[src/rtl/rma_pkg.sv]
`timescale 1ns/1ps
package rma_pkg;
  localparam int SEG_W     = 16;
  localparam int OFF_W     = 16;
  localparam int SEG_SHIFT = 4;
  localparam int BUS_W     = 24;
  localparam int GATE_BIT  = 20;
  // the scaled segment is the wider operand; one extra bit holds the carry
  localparam int SUM_W = ((SEG_W + SEG_SHIFT) > OFF_W ? (SEG_W + SEG_SHIFT) : OFF_W) + 1;

  typedef struct packed {
    logic [SEG_W-1:0] seg;
    logic [OFF_W-1:0] off;
    logic             gate;
  } rma_req_t;
endpackage

[src/rtl/rma_seg_adder.sv]
`timescale 1ns/1ps
module rma_seg_adder #(
  parameter int SEG_W     = rma_pkg::SEG_W,
  parameter int OFF_W     = rma_pkg::OFF_W,
  parameter int SEG_SHIFT = rma_pkg::SEG_SHIFT,
  parameter int SUM_W     = rma_pkg::SUM_W
) (
  input  logic [SEG_W-1:0] seg,
  input  logic [OFF_W-1:0] off,
  output logic [SUM_W-1:0] sum,
  output logic             carry_top
);
  // scaled segment plus offset, widened to hold the top carry
  function automatic logic [SUM_W-1:0] linear_of(input logic [SEG_W-1:0] s,
                                                 input logic [OFF_W-1:0] o);
    logic [SUM_W-1:0] base;
    logic [SUM_W-1:0] disp;
    base = SUM_W'({s, {SEG_SHIFT{1'b0}}});
    disp = SUM_W'(o);
    return base + disp;
  endfunction

  assign sum       = linear_of(seg, off);
  assign carry_top = sum[SUM_W-1];
endmodule

[src/rtl/rma_gate.sv]
`timescale 1ns/1ps
module rma_gate #(
  parameter int SUM_W    = rma_pkg::SUM_W,
  parameter int BUS_W    = rma_pkg::BUS_W,
  parameter int GATE_BIT = rma_pkg::GATE_BIT
) (
  input  logic [SUM_W-1:0] sum,
  input  logic             gate_en,
  output logic [BUS_W-1:0] bus_next
);
  genvar i;
  generate
    for (i = 0; i < BUS_W; i++) begin : g_line
      if (i == GATE_BIT && i < SUM_W) begin : g_masked
        assign bus_next[i] = sum[i] & gate_en;
      end else if (i < SUM_W) begin : g_pass
        assign bus_next[i] = sum[i];
      end else begin : g_zero
        assign bus_next[i] = 1'b0;
      end
    end
  endgenerate
endmodule

[src/rtl/rma_addr_reg.sv]
`timescale 1ns/1ps
module rma_addr_reg #(
  parameter int BUS_W = rma_pkg::BUS_W
) (
  input  logic             clk,
  input  logic             rst_n,
  input  logic             load,
  input  logic [BUS_W-1:0] d,
  output logic [BUS_W-1:0] q,
  output logic             valid
);
  always_ff @(posedge clk) begin
    if (!rst_n) begin
      q     <= '0;
      valid <= 1'b0;
    end else begin
      valid <= load;
      if (load) q <= d;
    end
  end

  // valid follows the strobe by one cycle
  a_r2_valid_after_load: assert property (@(posedge clk) disable iff (!rst_n)
    load |=> valid);
  a_r2_valid_idle: assert property (@(posedge clk) disable iff (!rst_n)
    !load |=> !valid);
  // no strobe, no change
  a_r6_hold_idle: assert property (@(posedge clk) disable iff (!rst_n)
    !load |=> $stable(q));
endmodule

[src/rtl/rma_addr_gen.sv]
`timescale 1ns/1ps
module rma_addr_gen #(
  parameter int SEG_W     = rma_pkg::SEG_W,
  parameter int OFF_W     = rma_pkg::OFF_W,
  parameter int SEG_SHIFT = rma_pkg::SEG_SHIFT,
  parameter int BUS_W     = rma_pkg::BUS_W,
  parameter int GATE_BIT  = rma_pkg::GATE_BIT
) (
  input  logic             clk,
  input  logic             rst_n,
  input  logic             req,
  input  logic [SEG_W-1:0] seg,
  input  logic [OFF_W-1:0] off,
  input  logic             gate_en,
  output logic [BUS_W-1:0] bus_addr,
  output logic             addr_valid
);
  localparam int SUM_W = ((SEG_W + SEG_SHIFT) > OFF_W ? (SEG_W + SEG_SHIFT) : OFF_W) + 1;

  logic [SUM_W-1:0] sum;
  logic             carry_top;
  logic [BUS_W-1:0] bus_next;
  // named events for the checks below
  logic             wrap_dropped;
  logic             wrap_passed;

  rma_seg_adder #(.SEG_W(SEG_W), .OFF_W(OFF_W), .SEG_SHIFT(SEG_SHIFT), .SUM_W(SUM_W)) u_add (
    .seg(seg), .off(off), .sum(sum), .carry_top(carry_top));

  rma_gate #(.SUM_W(SUM_W), .BUS_W(BUS_W), .GATE_BIT(GATE_BIT)) u_gate (
    .sum(sum), .gate_en(gate_en), .bus_next(bus_next));

  rma_addr_reg #(.BUS_W(BUS_W)) u_reg (
    .clk(clk), .rst_n(rst_n), .load(req), .d(bus_next),
    .q(bus_addr), .valid(addr_valid));

  assign wrap_dropped = req & carry_top & ~gate_en;
  assign wrap_passed  = req & carry_top &  gate_en;

  // the lines above the carry bit never rise
  a_r5_high_lines_zero: assert property (@(posedge clk) disable iff (!rst_n)
    bus_addr[BUS_W-1:GATE_BIT+1] == '0);
  // a dropped carry leaves bit 20 low, low bits from the adder
  a_r4_carry_masked: assert property (@(posedge clk) disable iff (!rst_n)
    wrap_dropped |=> (!bus_addr[GATE_BIT] &&
                      bus_addr[GATE_BIT-1:0] == $past(sum[GATE_BIT-1:0])));
  // an open gate lets the carry through
  a_r3_carry_passed: assert property (@(posedge clk) disable iff (!rst_n)
    wrap_passed |=> bus_addr[GATE_BIT]);
  // without a carry the gate makes no difference
  a_r8_no_carry: assert property (@(posedge clk) disable iff (!rst_n)
    (req && !carry_top) |=> (bus_addr[GATE_BIT:0] == $past(sum[GATE_BIT:0])));
endmodule

[config.mk]
export PLATFORM = sky130hd
export DESIGN_NAME = rma_addr_gen
export DESIGN_NICKNAME = d
export VERILOG_FILES = /design/src/rtl/rma_pkg.sv /design/src/rtl/rma_seg_adder.sv /design/src/rtl/rma_gate.sv /design/src/rtl/rma_addr_reg.sv /design/src/rtl/rma_addr_gen.sv
export SDC_FILE = /design/constraint.sdc
export NUM_CORES = 1
export LEC_CHECK = 0
export ABC_AREA = 0
export BUFFER_PORTS_ARGS = -buffer_cell sky130_fd_sc_hd__buf_2
export CAP_MARGIN = 20
export CORE_ASPECT_RATIO = 0.6
export CORE_UTILIZATION = 40
export DETAILED_ROUTE_END_ITERATION = 10
export GPL_ROUTABILITY_DRIVEN = 0
export PLACE_DENSITY = 0.71
export RECOVER_POWER = 25
export SLEW_MARGIN = 40
export SYNTH_ARGS = -nofsm -noshare
export SYNTH_HDL_FRONTEND = slang
export SYNTH_SLANG_ARGS = --single-unit
[constraint.sdc]
create_clock -name clk -period 2.7 [get_ports clk]
set_input_delay 0.405 -clock clk [delete_from_list [all_inputs] [get_ports clk]]
set_output_delay 0.405 -clock clk [all_outputs]
set_load 0.005 [all_outputs]
Word level (Yosys, flattened, before mapping) --
Index checks and enable logic that the tools add are counted.
Word-level totals: register bits 22, bits of input ports 36, output and inout bits 25
Operators by class: add/sub/neg operators 1, bitwise gates (word level) 1
Operator list (count):
- adder 20 x 16 -> 21 bit | 1
- AND 1 bit | 1

Depth between registers and ports, before layout --
depth after elaboration 2, gate-level depth with buffers 8, mapped depth without buffers 8

Modules after synthesis --
From an unflattened synthesis, not the netlist that was laid out.
Second synthesis, totals: cell total of the unflattened synthesis 189, area, all modules 1829.3 µm²
Modules (own cells, without submodules):
- rma_addr_reg | times used 1, cells an instance 79, area each 955.9 µm²
- rma_seg_adder | times used 1, cells an instance 85, area each 690.7 µm²
- rma_gate | times used 1, cells an instance 25, area each 182.7 µm²

Worst setup path after synthesis --
OpenSTA, ideal clock, no wires.
path kind input-to-reg, from in seg[0], to reg u_reg.q[20], arrival 1984 ps, data required time 2585 ps, setup slack 601 ps, stages 8, path buffers 0, path through ha_1 fa_1 a21oi_1 o21ai_2 a211oi_2 o31a_1 o2bb2ai_1 and2_1
On the way: longest elaborated chain between the ends 2
Ends and longest elaborated chain:
- from (decl) | RTL line rma_addr_gen.sv:12 | input logic [SEG_W-1:0] seg,
- adder 20 x 16 -> 21 bit | RTL line rma_seg_adder.sv:20 | return base + disp;
- AND 1 bit | RTL line rma_gate.sv:15 | assign bus_next[i] = sum[i] & gate_en;
- to (signal assigned) | RTL line rma_addr_reg.sv:14 | q <= '0;
- to (signal assigned) | RTL line rma_addr_reg.sv:18 | if (load) q <= d;
- to (decl) | RTL line rma_addr_reg.sv:9 | output logic [BUS_W-1:0] q,
Every way passes these cells. A chain may end at the register's enable or synchronous reset.

Worst setup path in the final report --
Same ends and word-level chain as after synthesis.

==> metrics.txt <==
# TYPE chip_impl_metric gauge
chip_impl_metric{name="detail_route.wirelength",unit="mm"} 3.47
chip_impl_metric{name="critical_path_peak_fanout",unit=""} 5
chip_impl_metric{name="drv_slew",unit=""} 0
chip_impl_metric{name="p_comb_frac",unit=""} 0.279
chip_impl_metric{name="final.fill_count",unit=""} 350
chip_impl_metric{name="clk_latency",unit="ns"} 0.26
chip_impl_info{name="hold_class",value="in -> reg"} 1
chip_impl_metric{name="multi_input_area",unit="sq um"} 947
chip_impl_metric{name="vdd_ir_drop_max",unit="mV"} 0.204
chip_impl_metric{name="cp_num_buf_inv",unit=""} 1
chip_impl_info{name="worst_setup_path_type",value="in -> reg"} 1
chip_impl_metric{name="firstDrtPassIters",unit=""} 4
chip_impl_metric{name="max_cap_viol_count",unit=""} 0
chip_impl_metric{name="final_net_count",unit=""} 277
chip_impl_metric{name="floorplan.core_area",unit="sq um"} 3380
chip_impl_metric{name="hold_depth",unit=""} 3
chip_impl_metric{name="max-clock-path-buffers",unit=""} 2
chip_impl_metric{name="final_min_period_over_clock_period",unit=""} 0.797
chip_impl_metric{name="totalNegativeSetupSlack",unit="ns"} 0
chip_impl_metric{name="power.share.sequential",unit=""} 0.389
chip_impl_metric{name="mappedNetlistArea",unit="sq um"} 1480
chip_impl_metric{name="clk_pin_slew",unit="ns"} 0.08
chip_impl_metric{name="antenna-diode-count",unit=""} 0
chip_impl_metric{name="postCtsSetupBuffers",unit=""} 0
chip_impl_metric{name="grt_pass1_vias",unit=""} 1208
chip_impl_info{name="rsz0062_at_grt",value="false"} 1
chip_impl_metric{name="detail_route.iter0.violations",unit=""} 55
chip_impl_metric{name="route.antenna.remaining_nets",unit=""} 0
chip_impl_metric{name="register_area",unit="sq um"} 440
chip_impl_metric{name="cp_slowest_stage_delay",unit="ns"} 0.40
chip_impl_info{name="cts-root-buf",value="clkbuf_8"} 1
chip_impl_metric{name="cts_htree_levels",unit=""} 1
chip_impl_metric{name="fin_crit",unit="ns"} 2.15
chip_impl_metric{name="power_switching",unit="W"} 0.000268
chip_impl_info{name="worst_setup_path_end_kind",value="register"} 1
chip_impl_metric{name="half_perimeter_wire_length_of_the_detailed_placement_result",unit="mm"} 2.76
chip_impl_metric{name="p_sw_frac",unit=""} 0.285
chip_impl_metric{name="die_height",unit="um"} 49.1
chip_impl_metric{name="routed_via_density",unit=""} 5.31
chip_impl_metric{name="globalRoute.totalOverflow",unit=""} 0
chip_impl_info{name="critical_path.cell_chain",value="buf_2 > ha_1 > fa_1 > a21oi_1 > o21ai_2 > a211oi_2 > o31a_1 > o2bb2ai_1 > and2_1"} 1
chip_impl_metric{name="fin_total_pwr",unit="W"} 0.000939
chip_impl_metric{name="final_layout_size_suffix_gt1_frac",unit=""} 0.300
chip_impl_metric{name="wl_per_cell",unit="um"} 12.7
chip_impl_metric{name="power-per-cell-area",unit="nW/um^2"} 513
chip_impl_metric{name="yosysSeqAreaShare",unit=""} 0.297
chip_impl_info{name="most-common-layout-cells",value="55 x buf_2, 22 x dfxtp_1, 21 x nor2_1"} 1
chip_impl_metric{name="detailed_route_via_count",unit=""} 1443
chip_impl_info{name="cp_top_family",value="compound AO/OA/AOI/OAI gates"} 1
chip_impl_metric{name="synth_cell_type_count",unit=""} 47
chip_impl_metric{name="clock_power_share",unit=""} 0.332
chip_impl_info{name="synthTopCellsByArea",value="dfxtp_1 30%, ha_1 10%, mux2i_1 7.4%, nor2_1 5.3%, a21oi_1 4.4%"} 1
chip_impl_metric{name="synthCells",unit=""} 172
chip_impl_metric{name="grt_max_degree",unit=""} 20
chip_impl_metric{name="cp.depth",unit=""} 9
chip_impl_info{name="run_status",value="complete, no violations"} 1
chip_impl_metric{name="clock_sink_total",unit=""} 22
chip_impl_metric{name="internal_power",unit="W"} 0.000671
chip_impl_metric{name="worstMarginPinSlew",unit="ns"} 1.09
chip_impl_metric{name="core.rowCount",unit=""} 16
chip_impl_metric{name="yosys_warnings",unit=""} 0
chip_impl_metric{name="initial_utilization",unit=""} 0.438
chip_impl_metric{name="cts_resized",unit=""} 0
chip_impl_metric{name="highest_clock_rate",unit="MHz"} 465
chip_impl_metric{name="hold_buffers",unit=""} 0
chip_impl_metric{name="grt_usage",unit=""} 0.178
chip_impl_metric{name="synth_enable_flop_cells",unit=""} 0
chip_impl_info{name="cts_tree",value="done"} 1
chip_impl_metric{name="io_pins",unit=""} 61
chip_impl_metric{name="postSynthRegisterBits",unit=""} 22
chip_impl_metric{name="route.detailed.drc",unit=""} 0
chip_impl_metric{name="die-width",unit="um"} 80.6
chip_impl_metric{name="syn_area_per_cell",unit="sq um"} 8.61
chip_impl_info{name="ys.flop_type",value="dfxtp_1"} 1
chip_impl_metric{name="grt_first_pass_wirelength",unit="mm"} 5.52
chip_impl_metric{name="leakage",unit="nW"} 0.895
chip_impl_info{name="synth_area_leader_cell",value="dfxtp_1"} 1
chip_impl_metric{name="grt_antenna_before_repair",unit=""} 0
chip_impl_metric{name="setup_viol",unit=""} 0
chip_impl_metric{name="worst_r2r_path_cells",unit=""} 2
chip_impl_metric{name="cp_data_required_time",unit="ns"} 2.87
chip_impl_metric{name="port_buffers",unit=""} 57
chip_impl_info{name="cp-start-kind",value="input pin"} 1
chip_impl_metric{name="cp_data_arrival_time",unit="ns"} 2.32
chip_impl_metric{name="asyncSetResetFlopFracSynth",unit=""} 0
chip_impl_metric{name="clock_skew",unit="ns"} 0
chip_impl_metric{name="yosys.area.top_type_share",unit=""} 0.297
chip_impl_metric{name="final-hold-violation-count",unit=""} 0
chip_impl_metric{name="cts_buffer_count",unit=""} 3
chip_impl_metric{name="design.die.area",unit="sq um"} 3960
chip_impl_metric{name="timing.max_slew.rel_slack",unit=""} 0.276
chip_impl_metric{name="synthToLayoutAreaGrowth",unit="%"} 23.6
chip_impl_metric{name="r2r_setup_slack",unit="ns"} 1.81
chip_impl_info{name="worst_path_max_delay_cell",value="fa_1"} 1
chip_impl_info{name="layout_commonest_cell",value="buf_2"} 1
-- synth_stat cells, types with 2 or more instances --
cell and n:
a211oi_1 3, a211oi_2 2, a21o_1 5, a21oi_1 13, a31oi_1 3, buf_4 3, buf_6 2, clkbuf_1 2
dfxtp_1 22, ha_1 12, inv_1 6, inv_2 2, mux2i_1 11, nand2_1 7, nand3_1 7, nand4_1 3
nor2_1 21, nor2b_1 2, nor3_1 2, o211ai_1 4, o21ai_0 6, o21ai_1 2, or3_1 3, xnor2_1 6
-- worst reg2reg max path: stages (launching register included) --
cell and delay [ns]:
dfxtp_1 0.31, nor2b_1 0.12, a221o_1 0.35
-- layer usage --
metal	wire length [um]	vias to the layer above	GRT usage
met1	1870	645	0.279
met3	242	4	0.0318
met4	32	0	0.0446
li1	-	736	-
met2	1320	58	0.243
met5	0	-	0
-- metrics by stage --
step | instance area (sq um) | util | hold slack (ns) | instances | worst slack (ns)
2_1_floorplan | 1490 | - | 0.456 | 174 | 0.601
3_3_place_gp | 1770 | 0.522 | 0.451 | 268 | 0.378
3_5_place_dp | 1770 | 0.522 | 0.455 | 268 | 0.300
4_1_cts | 1840 | 0.543 | 0.364 | 272 | 0.588
5_1_grt | 1830 | 0.541 | 0.401 | 272 | 0.378
6_report | 1830 | 0.541 | 0.370 | 272 | 0.549
-- registers in the layout, indices dropped and copies added (netlist names) --
signal / count
u_reg.valid: 1
u_reg.q: 21
-- final timing paths --
kind | startpoint | end
setup / recovery | seg[0] | u_reg.q[20]$_SDFFE_PN0P_
hold / removal | off[2] | u_reg.q[2]$_SDFFE_PN0P_
setup reg to reg | u_reg.q[15]$_SDFFE_PN0P_ | u_reg.q[15]$_SDFFE_PN0P_
hold reg to reg | u_reg.q[11]$_SDFFE_PN0P_ | u_reg.q[11]$_SDFFE_PN0P_
-- power groups by stage --
stage	Combinational, W	Sequential (W)	Clock (W)
2_1_floorplan	0.000176	0.000375	0
3_3_place_gp	0.000259	0.000372	0
3_5_place_dp	0.000262	0.000373	0
4_1_cts	0.000263	0.000365	0.000320
5_1_grt	0.000292	0.000368	0.000328
6_report	0.000262	0.000365	0.000312
-- cell type report --
class,instances,area share
multi-input combinational,135,0.517
sequential,22,0.240
timing repair buffer,58,0.156
tap,45,0.0307
clock buffer,3,0.0225
clock inverter,1,0.0164
inverter,8,0.0164
-- cell families after synthesis --
group	synth area share
multiplexers	0.0743
other	0.00253
AO/OA/AOI/OAI	0.237
adder cells (fa/ha/maj)	0.115
AND/OR/NAND/NOR	0.170
flip-flops	0.297
XOR/XNOR	0.0355
buffers and inverters	0.0684
No activity file was read; power rests on OpenSTA's default activity.
